--- config.mk ---
export PLATFORM = sky130hd
export DESIGN_NAME = serfifo_pair
export DESIGN_NICKNAME = d
export VERILOG_FILES = /design/src/rtl/serfifo_pkg.sv /design/src/rtl/serfifo_store.sv /design/src/rtl/serfifo_dpath.sv /design/src/rtl/serfifo_ctrl.sv /design/src/rtl/serfifo_pair.sv
export SDC_FILE = /design/constraint.sdc
export NUM_CORES = 1
export LEC_CHECK = 0
export BUFFER_PORTS_ARGS = -buffer_cell sky130_fd_sc_hd__buf_2
export CAP_MARGIN = 0
export CORE_MARGIN = 2
export CORE_UTILIZATION = 45
export CTS_CLUSTER_DIAMETER = 100
export CTS_CLUSTER_SIZE = 25
export DETAILED_ROUTE_END_ITERATION = 10
export HOLD_SLACK_MARGIN = 0.12
export MAX_ROUTING_LAYER = met4
export PLACE_DENSITY = 0.7
export SLEW_MARGIN = 20
export SYNTH_ARGS = -nofsm -noshare
export SYNTH_HDL_FRONTEND = slang
export SYNTH_SLANG_ARGS = --single-unit
--- constraint.sdc ---
create_clock -name clk -period 7.7 [get_ports clk]
set_clock_uncertainty 0.05 [all_clocks]
set_input_delay 1.155 -clock clk [delete_from_list [all_inputs] [get_ports clk]]
set_output_delay 1.155 -clock clk [all_outputs]
set_load 0.05 [all_outputs]
--- src/rtl/serfifo_pkg.sv ---
package serfifo_pkg;

  // Per-cycle accept strobes from control to datapath
  typedef struct packed {
    logic txPush;
    logic txPop;
    logic rxPush;
    logic rxPop;
  } fifoStrobe_t;

  // Sticky error bit positions
  localparam int FLAG_TX_OVF = 0;
  localparam int FLAG_TX_UNF = 1;
  localparam int FLAG_RX_OVF = 2;
  localparam int FLAG_RX_UNF = 3;
  localparam int FLAG_N      = 4;

  // Watermark codes (001..011 are reserved and fall to the default)
  localparam logic [2:0] MARK_QTR  = 3'b100;
  localparam logic [2:0] MARK_HALF = 3'b101;
  localparam logic [2:0] MARK_3QTR = 3'b110;
  localparam logic [2:0] MARK_EDGE = 3'b111;

endpackage

--- src/rtl/serfifo_store.sv ---
module serfifo_store #(
  parameter int WIDTH = 32,
  parameter int DEPTH = 16
) (
  input  logic             clk,
  input  logic             rst,
  input  logic             wrEn,
  input  logic [WIDTH-1:0] wrData,
  input  logic             rdEn,
  output logic [WIDTH-1:0] rdData
);
  localparam int PTR_W = (DEPTH > 1) ? $clog2(DEPTH) : 1;
  localparam logic [PTR_W-1:0] LAST = PTR_W'(DEPTH - 1);

  logic [WIDTH-1:0] mem [DEPTH];
  logic [PTR_W-1:0] wrPtr;
  logic [PTR_W-1:0] rdPtr;

  function automatic logic [PTR_W-1:0] bump(input logic [PTR_W-1:0] p);
    return (p == LAST) ? '0 : p + PTR_W'(1);
  endfunction

  always_ff @(posedge clk) begin
    if (wrEn) mem[wrPtr] <= wrData;
  end

  always_ff @(posedge clk) begin
    if (rst) begin
      wrPtr <= '0;
      rdPtr <= '0;
    end else begin
      if (wrEn) wrPtr <= bump(wrPtr);
      if (rdEn) rdPtr <= bump(rdPtr);
    end
  end

  assign rdData = mem[rdPtr];

  // head word only changes on a pop or a write into the head slot
  p_head_hold_r1: assert property (@(posedge clk) disable iff (rst)
    (!rdEn && !(wrEn && wrPtr == rdPtr)) |=> $stable(rdData));

endmodule

--- src/rtl/serfifo_dpath.sv ---
module serfifo_dpath
  import serfifo_pkg::*;
#(
  parameter int WIDTH = 32,
  parameter int DEPTH = 16
) (
  input  logic             clk,
  input  logic             rst,
  input  fifoStrobe_t      strobe,
  input  logic [WIDTH-1:0] hostTxData,
  input  logic [WIDTH-1:0] serRxData,
  output logic [WIDTH-1:0] serTxData,
  output logic [WIDTH-1:0] hostRxData
);
  // index 0 = transmit queue, index 1 = receive queue
  localparam int NQ = 2;
  logic             qWr   [NQ];
  logic             qRd   [NQ];
  logic [WIDTH-1:0] qIn   [NQ];
  logic [WIDTH-1:0] qOut  [NQ];

  assign qWr[0] = strobe.txPush;
  assign qRd[0] = strobe.txPop;
  assign qIn[0] = hostTxData;
  assign qWr[1] = strobe.rxPush;
  assign qRd[1] = strobe.rxPop;
  assign qIn[1] = serRxData;

  for (genvar q = 0; q < NQ; q++) begin : g_queue
    serfifo_store #(.WIDTH(WIDTH), .DEPTH(DEPTH)) u_store (
      .clk    (clk),
      .rst    (rst),
      .wrEn   (qWr[q]),
      .wrData (qIn[q]),
      .rdEn   (qRd[q]),
      .rdData (qOut[q])
    );
  end

  assign serTxData  = qOut[0];
  assign hostRxData = qOut[1];

endmodule

--- src/rtl/serfifo_ctrl.sv ---
module serfifo_ctrl
  import serfifo_pkg::*;
#(
  parameter int DEPTH = 16,
  localparam int CNT_W = $clog2(DEPTH + 1)
) (
  input  logic              clk,
  input  logic              rst,
  input  logic [2:0]        txMark,
  input  logic [2:0]        rxMark,
  input  logic              hostTxWr,
  input  logic              hostRxRd,
  input  logic              serTxPop,
  input  logic              serRxPush,
  input  logic [FLAG_N-1:0] flagClr,
  output fifoStrobe_t       strobe,
  output logic [CNT_W-1:0]  txCount,
  output logic [CNT_W-1:0]  rxCount,
  output logic              txReq,
  output logic              rxReq,
  output logic [FLAG_N-1:0] flags
);
  localparam logic [CNT_W-1:0] FULL   = CNT_W'(DEPTH);
  localparam logic [CNT_W-1:0] ONE    = CNT_W'(1);
  localparam logic [CNT_W-1:0] QTR    = CNT_W'(DEPTH / 4);
  localparam logic [CNT_W-1:0] HALF   = CNT_W'(DEPTH / 2);
  localparam logic [CNT_W-1:0] TQTR   = CNT_W'(DEPTH - DEPTH / 4);

  logic             txFull, txEmpty, rxFull, rxEmpty;
  logic [CNT_W-1:0] txCountNxt, rxCountNxt, txFreeNxt;
  logic [FLAG_N-1:0] flagSet;

  // Free-space threshold for the transmit request
  function automatic logic [CNT_W-1:0] txThresh(input logic [2:0] code);
    case (code)
      MARK_QTR:  return TQTR;
      MARK_HALF: return HALF;
      MARK_3QTR: return QTR;
      MARK_EDGE: return ONE;
      default:   return FULL;
    endcase
  endfunction

  // Fill threshold for the receive request
  function automatic logic [CNT_W-1:0] rxThresh(input logic [2:0] code);
    case (code)
      MARK_QTR:  return QTR;
      MARK_HALF: return HALF;
      MARK_3QTR: return TQTR;
      MARK_EDGE: return FULL;
      default:   return ONE;
    endcase
  endfunction

  assign txFull  = (txCount == FULL);
  assign txEmpty = (txCount == '0);
  assign rxFull  = (rxCount == FULL);
  assign rxEmpty = (rxCount == '0);

  // Acceptance judged on occupancy before the edge
  always_comb begin
    strobe.txPush = hostTxWr  && !txFull;
    strobe.txPop  = serTxPop  && !txEmpty;
    strobe.rxPush = serRxPush && !rxFull;
    strobe.rxPop  = hostRxRd  && !rxEmpty;
  end

  always_comb begin
    txCountNxt = txCount + CNT_W'(strobe.txPush) - CNT_W'(strobe.txPop);
    rxCountNxt = rxCount + CNT_W'(strobe.rxPush) - CNT_W'(strobe.rxPop);
    txFreeNxt  = FULL - txCountNxt;
  end

  always_comb begin
    flagSet = '0;
    flagSet[FLAG_TX_OVF] = hostTxWr  && txFull;
    flagSet[FLAG_TX_UNF] = serTxPop  && txEmpty;
    flagSet[FLAG_RX_OVF] = serRxPush && rxFull;
    flagSet[FLAG_RX_UNF] = hostRxRd  && rxEmpty;
  end

  always_ff @(posedge clk) begin
    if (rst) begin
      txCount <= '0;
      rxCount <= '0;
      txReq   <= 1'b0;
      rxReq   <= 1'b0;
      flags   <= '0;
    end else begin
      txCount <= txCountNxt;
      rxCount <= rxCountNxt;
      txReq   <= (txFreeNxt >= txThresh(txMark));
      rxReq   <= (rxCountNxt >= rxThresh(rxMark));
      flags   <= (flags & ~flagClr) | flagSet;
    end
  end

  // occupancy never exceeds the depth
  p_count_bound_r2: assert property (@(posedge clk) disable iff (rst)
    (txCount <= FULL) && (rxCount <= FULL));

  // a lone host write into a full transmit queue is dropped and flagged
  p_no_overflow_r3: assert property (@(posedge clk) disable iff (rst)
    (txFull && hostTxWr && !serTxPop) |=> (txCount == FULL && flags[FLAG_TX_OVF]));

  // a lone host read of an empty receive queue is dropped and flagged
  p_no_underflow_r4: assert property (@(posedge clk) disable iff (rst)
    (rxEmpty && hostRxRd && !serRxPush) |=> (rxCount == '0 && flags[FLAG_RX_UNF]));

  // set flags survive unless cleared
  p_flag_sticky_r5: assert property (@(posedge clk) disable iff (rst)
    (|(flags & ~flagClr)) |=>
      ((flags & $past(flags & ~flagClr)) == $past(flags & ~flagClr)));

  // push plus pop with room on both sides keeps occupancy
  p_both_hold_r6: assert property (@(posedge clk) disable iff (rst)
    (!txEmpty && !txFull && hostTxWr && serTxPop) |=> $stable(txCount));

  // a transmit request always means there is room
  p_tx_req_room_r7: assert property (@(posedge clk) disable iff (rst)
    txReq |-> !txFull);

  // a receive request always means there is data
  p_rx_req_data_r9: assert property (@(posedge clk) disable iff (rst)
    rxReq |-> !rxEmpty);

  // the edge after reset leaves everything idle
  p_reset_idle_r11: assert property (@(posedge clk)
    rst |=> (!txReq && !rxReq && txCount == '0 && rxCount == '0 && flags == '0));

endmodule

--- src/rtl/serfifo_pair.sv ---
module serfifo_pair
  import serfifo_pkg::*;
#(
  parameter int WIDTH = 32,
  parameter int DEPTH = 16,
  localparam int CNT_W = $clog2(DEPTH + 1)
) (
  input  logic              clk,
  input  logic              rst,
  input  logic [2:0]        txMark,
  input  logic [2:0]        rxMark,
  input  logic              hostTxWr,
  input  logic [WIDTH-1:0]  hostTxData,
  input  logic              hostRxRd,
  output logic [WIDTH-1:0]  hostRxData,
  input  logic              serTxPop,
  output logic [WIDTH-1:0]  serTxData,
  input  logic              serRxPush,
  input  logic [WIDTH-1:0]  serRxData,
  output logic [CNT_W-1:0]  txCount,
  output logic [CNT_W-1:0]  rxCount,
  output logic              txReq,
  output logic              rxReq,
  input  logic [FLAG_N-1:0] flagClr,
  output logic [FLAG_N-1:0] flags
);
  fifoStrobe_t strobe;

  serfifo_ctrl #(.DEPTH(DEPTH)) u_ctrl (
    .clk       (clk),
    .rst       (rst),
    .txMark    (txMark),
    .rxMark    (rxMark),
    .hostTxWr  (hostTxWr),
    .hostRxRd  (hostRxRd),
    .serTxPop  (serTxPop),
    .serRxPush (serRxPush),
    .flagClr   (flagClr),
    .strobe    (strobe),
    .txCount   (txCount),
    .rxCount   (rxCount),
    .txReq     (txReq),
    .rxReq     (rxReq),
    .flags     (flags)
  );

  serfifo_dpath #(.WIDTH(WIDTH), .DEPTH(DEPTH)) u_dpath (
    .clk        (clk),
    .rst        (rst),
    .strobe     (strobe),
    .hostTxData (hostTxData),
    .serRxData  (serRxData),
    .serTxData  (serTxData),
    .hostRxData (hostRxData)
  );

endmodule

==> reports/metrics.yaml <==
grt:
  track_usage_pct: 18.6
  use_met1_pct: 22.4
  grtUsageMet3_pct: 3.22
  grt_use_met2_pct: 32.5
  top_usage_layer: "met2"
  grt_max_degree: 129
  antenna_found_initial: 14
  grt_pass1_wl_mm: 125
  grt-ovfl-total: 0
  grt_pass1_vias: 19800
clocking:
  postCtsSetupBuffers: 0
  post_cts_resized: 0
  htreeDepth: 2
  clk_path_buf_depth: 3
  clkLatencyLatePin_ps: 640
  cts.clk_slew.worst_paths_ps: 90
  cts-root-buf: "clkbuf_16"
  cts_buffers: 50
  cts_tree: "built"
  clock-sinks: 1064
  hold_buffers: 0
yosys:
  yosys_warnings: 0
  synth_cell_type_count: 40
  ys_seq_area_share_pct: 77.8
  synth_flop_cell: "edfxtp_1"
  yosysTopAreaCellShare_pct: 75.8
  synth-seq-cells: 1064
  syn_inst: 1861
  synth_largest_area_cell: "edfxtp_1"
  async_flop_share_pct: 0
  syn_area_per_cell_um2: 21.8
  synthesis.area_mm2: 0.0406
  synth_edf_count: 1024
  synth_area_leaders: "edfxtp_1, mux4_2, a22oi_1, dfxtp_1, ha_1"
  syn_nets: 1973
pwr:
  p_leak_nw: 13.9
  peakVddDrop_mv: 0.208
  powerDensity_mw_per_mm2: 280
finish:
  layout.nets: 2131
  syn_to_final_growth_pct: 9.57
  drive_above_1_share_pct: 27.6
drt:
  routed_wl_mm: 83.7
  initialDrtViolationCount: 2055
  wl_per_cell_um: 26.0
  vias: 18800
  dr.pass1.iters: 7
  via_per_inst: 5.83
  drc: 0
  antenna_left: 0
min_path:
  hold_path_class: "reg -> reg"
  hold_path_depth: 2
  min_from: "u_ctrl.flags[0]"
  holdPathEnd: "u_ctrl.flags[0]"
sta:
  report.final.setup_viol: 0
  fin_setup_tns_ps: 0
  hold_violations: 0
  slew_headroom_pct: 27.8
  period_share_pct: 63.5
  drv_slew: 0
  max_freq_mhz: 205
  tightest_slew_ps: 1080
  finalCriticalPeriod_ps: 4890
  setup_slack_ps: 2810
  rsz0062_at_grt: "false"
floorplan:
  rows: 110
  dieWidth_um: 304
  io-pin-count: 160
  dieHeight_um: 304
  initial_core_util_pct: 45.2
  core-area_mm2: 0.0897
  die_area_mm2: 0.0926
setup_path:
  cp-start-kind: "flop"
  endpoint_kind: "output port"
  r2r_start: "u_ctrl.rxCount[2]"
  crit_required_ps: 6490
  crit_fanout: 67
  slowest_stage: "dfxtp_4"
  worstPathCellList: "buf_4 -> mux4_2 -> a22oi_1 -> nand2_1 -> buf_2"
  r2r_slack_ps: 3940
  rr_endpoint: "u_ctrl.rxReq"
  path_delay_family: "buffers and inverters"
  max_stage_delay_ps: 970
  path_class: "reg -> out"
  cp.arrival_ps: 3680
  reg2regPathDepth: 17
  crit_buf_inv: 2
placement:
  hpwl_mm: 41.8
  io_buffers: 159
  place.gp.congestion: 0.750
  preCtsSetupSlack_ps: 3460
run:
  maxCapViolations: 0
status:
  status: "complete, no violations"
==> final cells by class <==
cell class,count,area (µm²)
clock buffers,60,1290
flip-flops and latches,1064,31600
clock inverters,9,149
inverters,27,101
fillers,7106,45300
multi-input cells,672,8660
repair buffers,204,1180
diodes,13,32.5
well taps,1176,1470
==> cell usage in the layout, fill, tap and decap left out, types with 7 or more instances in the layout <==
| master | synthesis | layout |
|---|---|---|
| edfxtp_1 | 1024 | 1024 |
| mux4_2 | 256 | 256 |
| buf_2 | 16 | 159 |
| a22oi_1 | 128 | 128 |
| nand2_1 | 90 | 90 |
| clkbuf_16 | 0 | 50 |
| buf_4 | 18 | 42 |
| dfxtp_1 | 40 | 36 |
| ha_1 | 30 | 30 |
| inv_1 | 27 | 27 |
| nor2_1 | 41 | 27 |
| a21oi_1 | 22 | 22 |
| nand3_1 | 17 | 17 |
| nor2_4 | 0 | 14 |
| diode_2 | 0 | 13 |
| clkbuf_1 | 54 | 10 |
| xor2_1 | 8 | 8 |
| nand2b_1 | 7 | 7 |
| xnor2_1 | 7 | 7 |
==> cells in the mapped netlist, types with 9 or more instances <==
master and number:
a21oi_1 22, a22oi_1 128, buf_1 10, buf_2 16, buf_4 18, clkbuf_1 54, dfxtp_1 40, edfxtp_1 1024
ha_1 30, inv_1 27, mux4_2 256, nand2_1 90, nand3_1 17, nor2_1 41, nor2b_1 9
==> per-layer routing <==
metal	share of wire [%]	routed length, µm
met5	0	0
met3	6.7	5620
met2	53	44400
met1	38	31600
met4	2.5	2060
==> sequential cells by signal, summed over array words and instances, names as in the netlist, named ones only <==
name                           flops
u_ctrl.txReq                       1
u_ctrl.txCount                     5
u_dpath.g_queue.u_store.mem     1024
u_dpath.g_queue.u_store.rdPtr      8
u_ctrl.rxCount                     5
u_ctrl.flags                       4
u_ctrl.rxReq                       1
u_dpath.g_queue.u_store.wrPtr      8
==> worst max path at each step <==
stage / startpoint / to / slack [ps] / cells past startpoint
2_1_floorplan: u_ctrl.txCount[2] / u_dpath.g_queue[0].u_store.mem[1][0] / 2380 / 5
3_3_place_gp: flop / hostRxData[18] / 3480 / 5
3_5_place_dp: flop / serTxData[5] / 3460 / 5
4_1_cts: flop / serTxData[5] / 2740 / 5
5_1_grt: flop / serTxData[5] / 2650 / 5
6_report: flop / serTxData[5] / 2810 / 5
==> worst register-to-register path: cells and delay by family, from the launching register on <==
| kind | cells | cell delay [ps] |
|---|---|---|
| compound gates | 3 | 570 |
| fa+ha+maj | 5 | 1280 |
| buf+inv | 4 | 280 |
| flops | 1 | 340 |
| simple gates | 5 | 1150 |
==> report_power, final <==
| part | switching [mW] | internal (mW) |
|---|---|---|
| sequential | 0.158 | 6.53 |
| combinational | 1.68 | 1.11 |
| clock | 1.70 | 1.25 |
==> through the flow <==
stage	instances	total power, mW	hold slack, ps	utilization [%]	cell area [µm²]
2_1_floorplan	1861	8.98	413	-	40600
3_3_place_gp	3142	9.58	413	47.9	43000
3_5_place_dp	3142	9.66	430	47.9	43000
4_1_cts	3211	12.6	453	49.5	44400
5_1_grt	3224	13.0	476	49.5	44400
6_report	3225	12.4	442	49.5	44400
==> cell families after synthesis <==
logic type	Yosys count	synth area share, %
AOI/OAI and AO/OA	168	2.97
xor gates and xnor gates	15	0.324
adders and majority gates	32	1.02
buffers and inverters	125	1.37
DFF	1064	77.8
muxes	257	14.2
and+or+nand+nor	200	2.30
No activity file was read; power rests on OpenSTA's default activity.
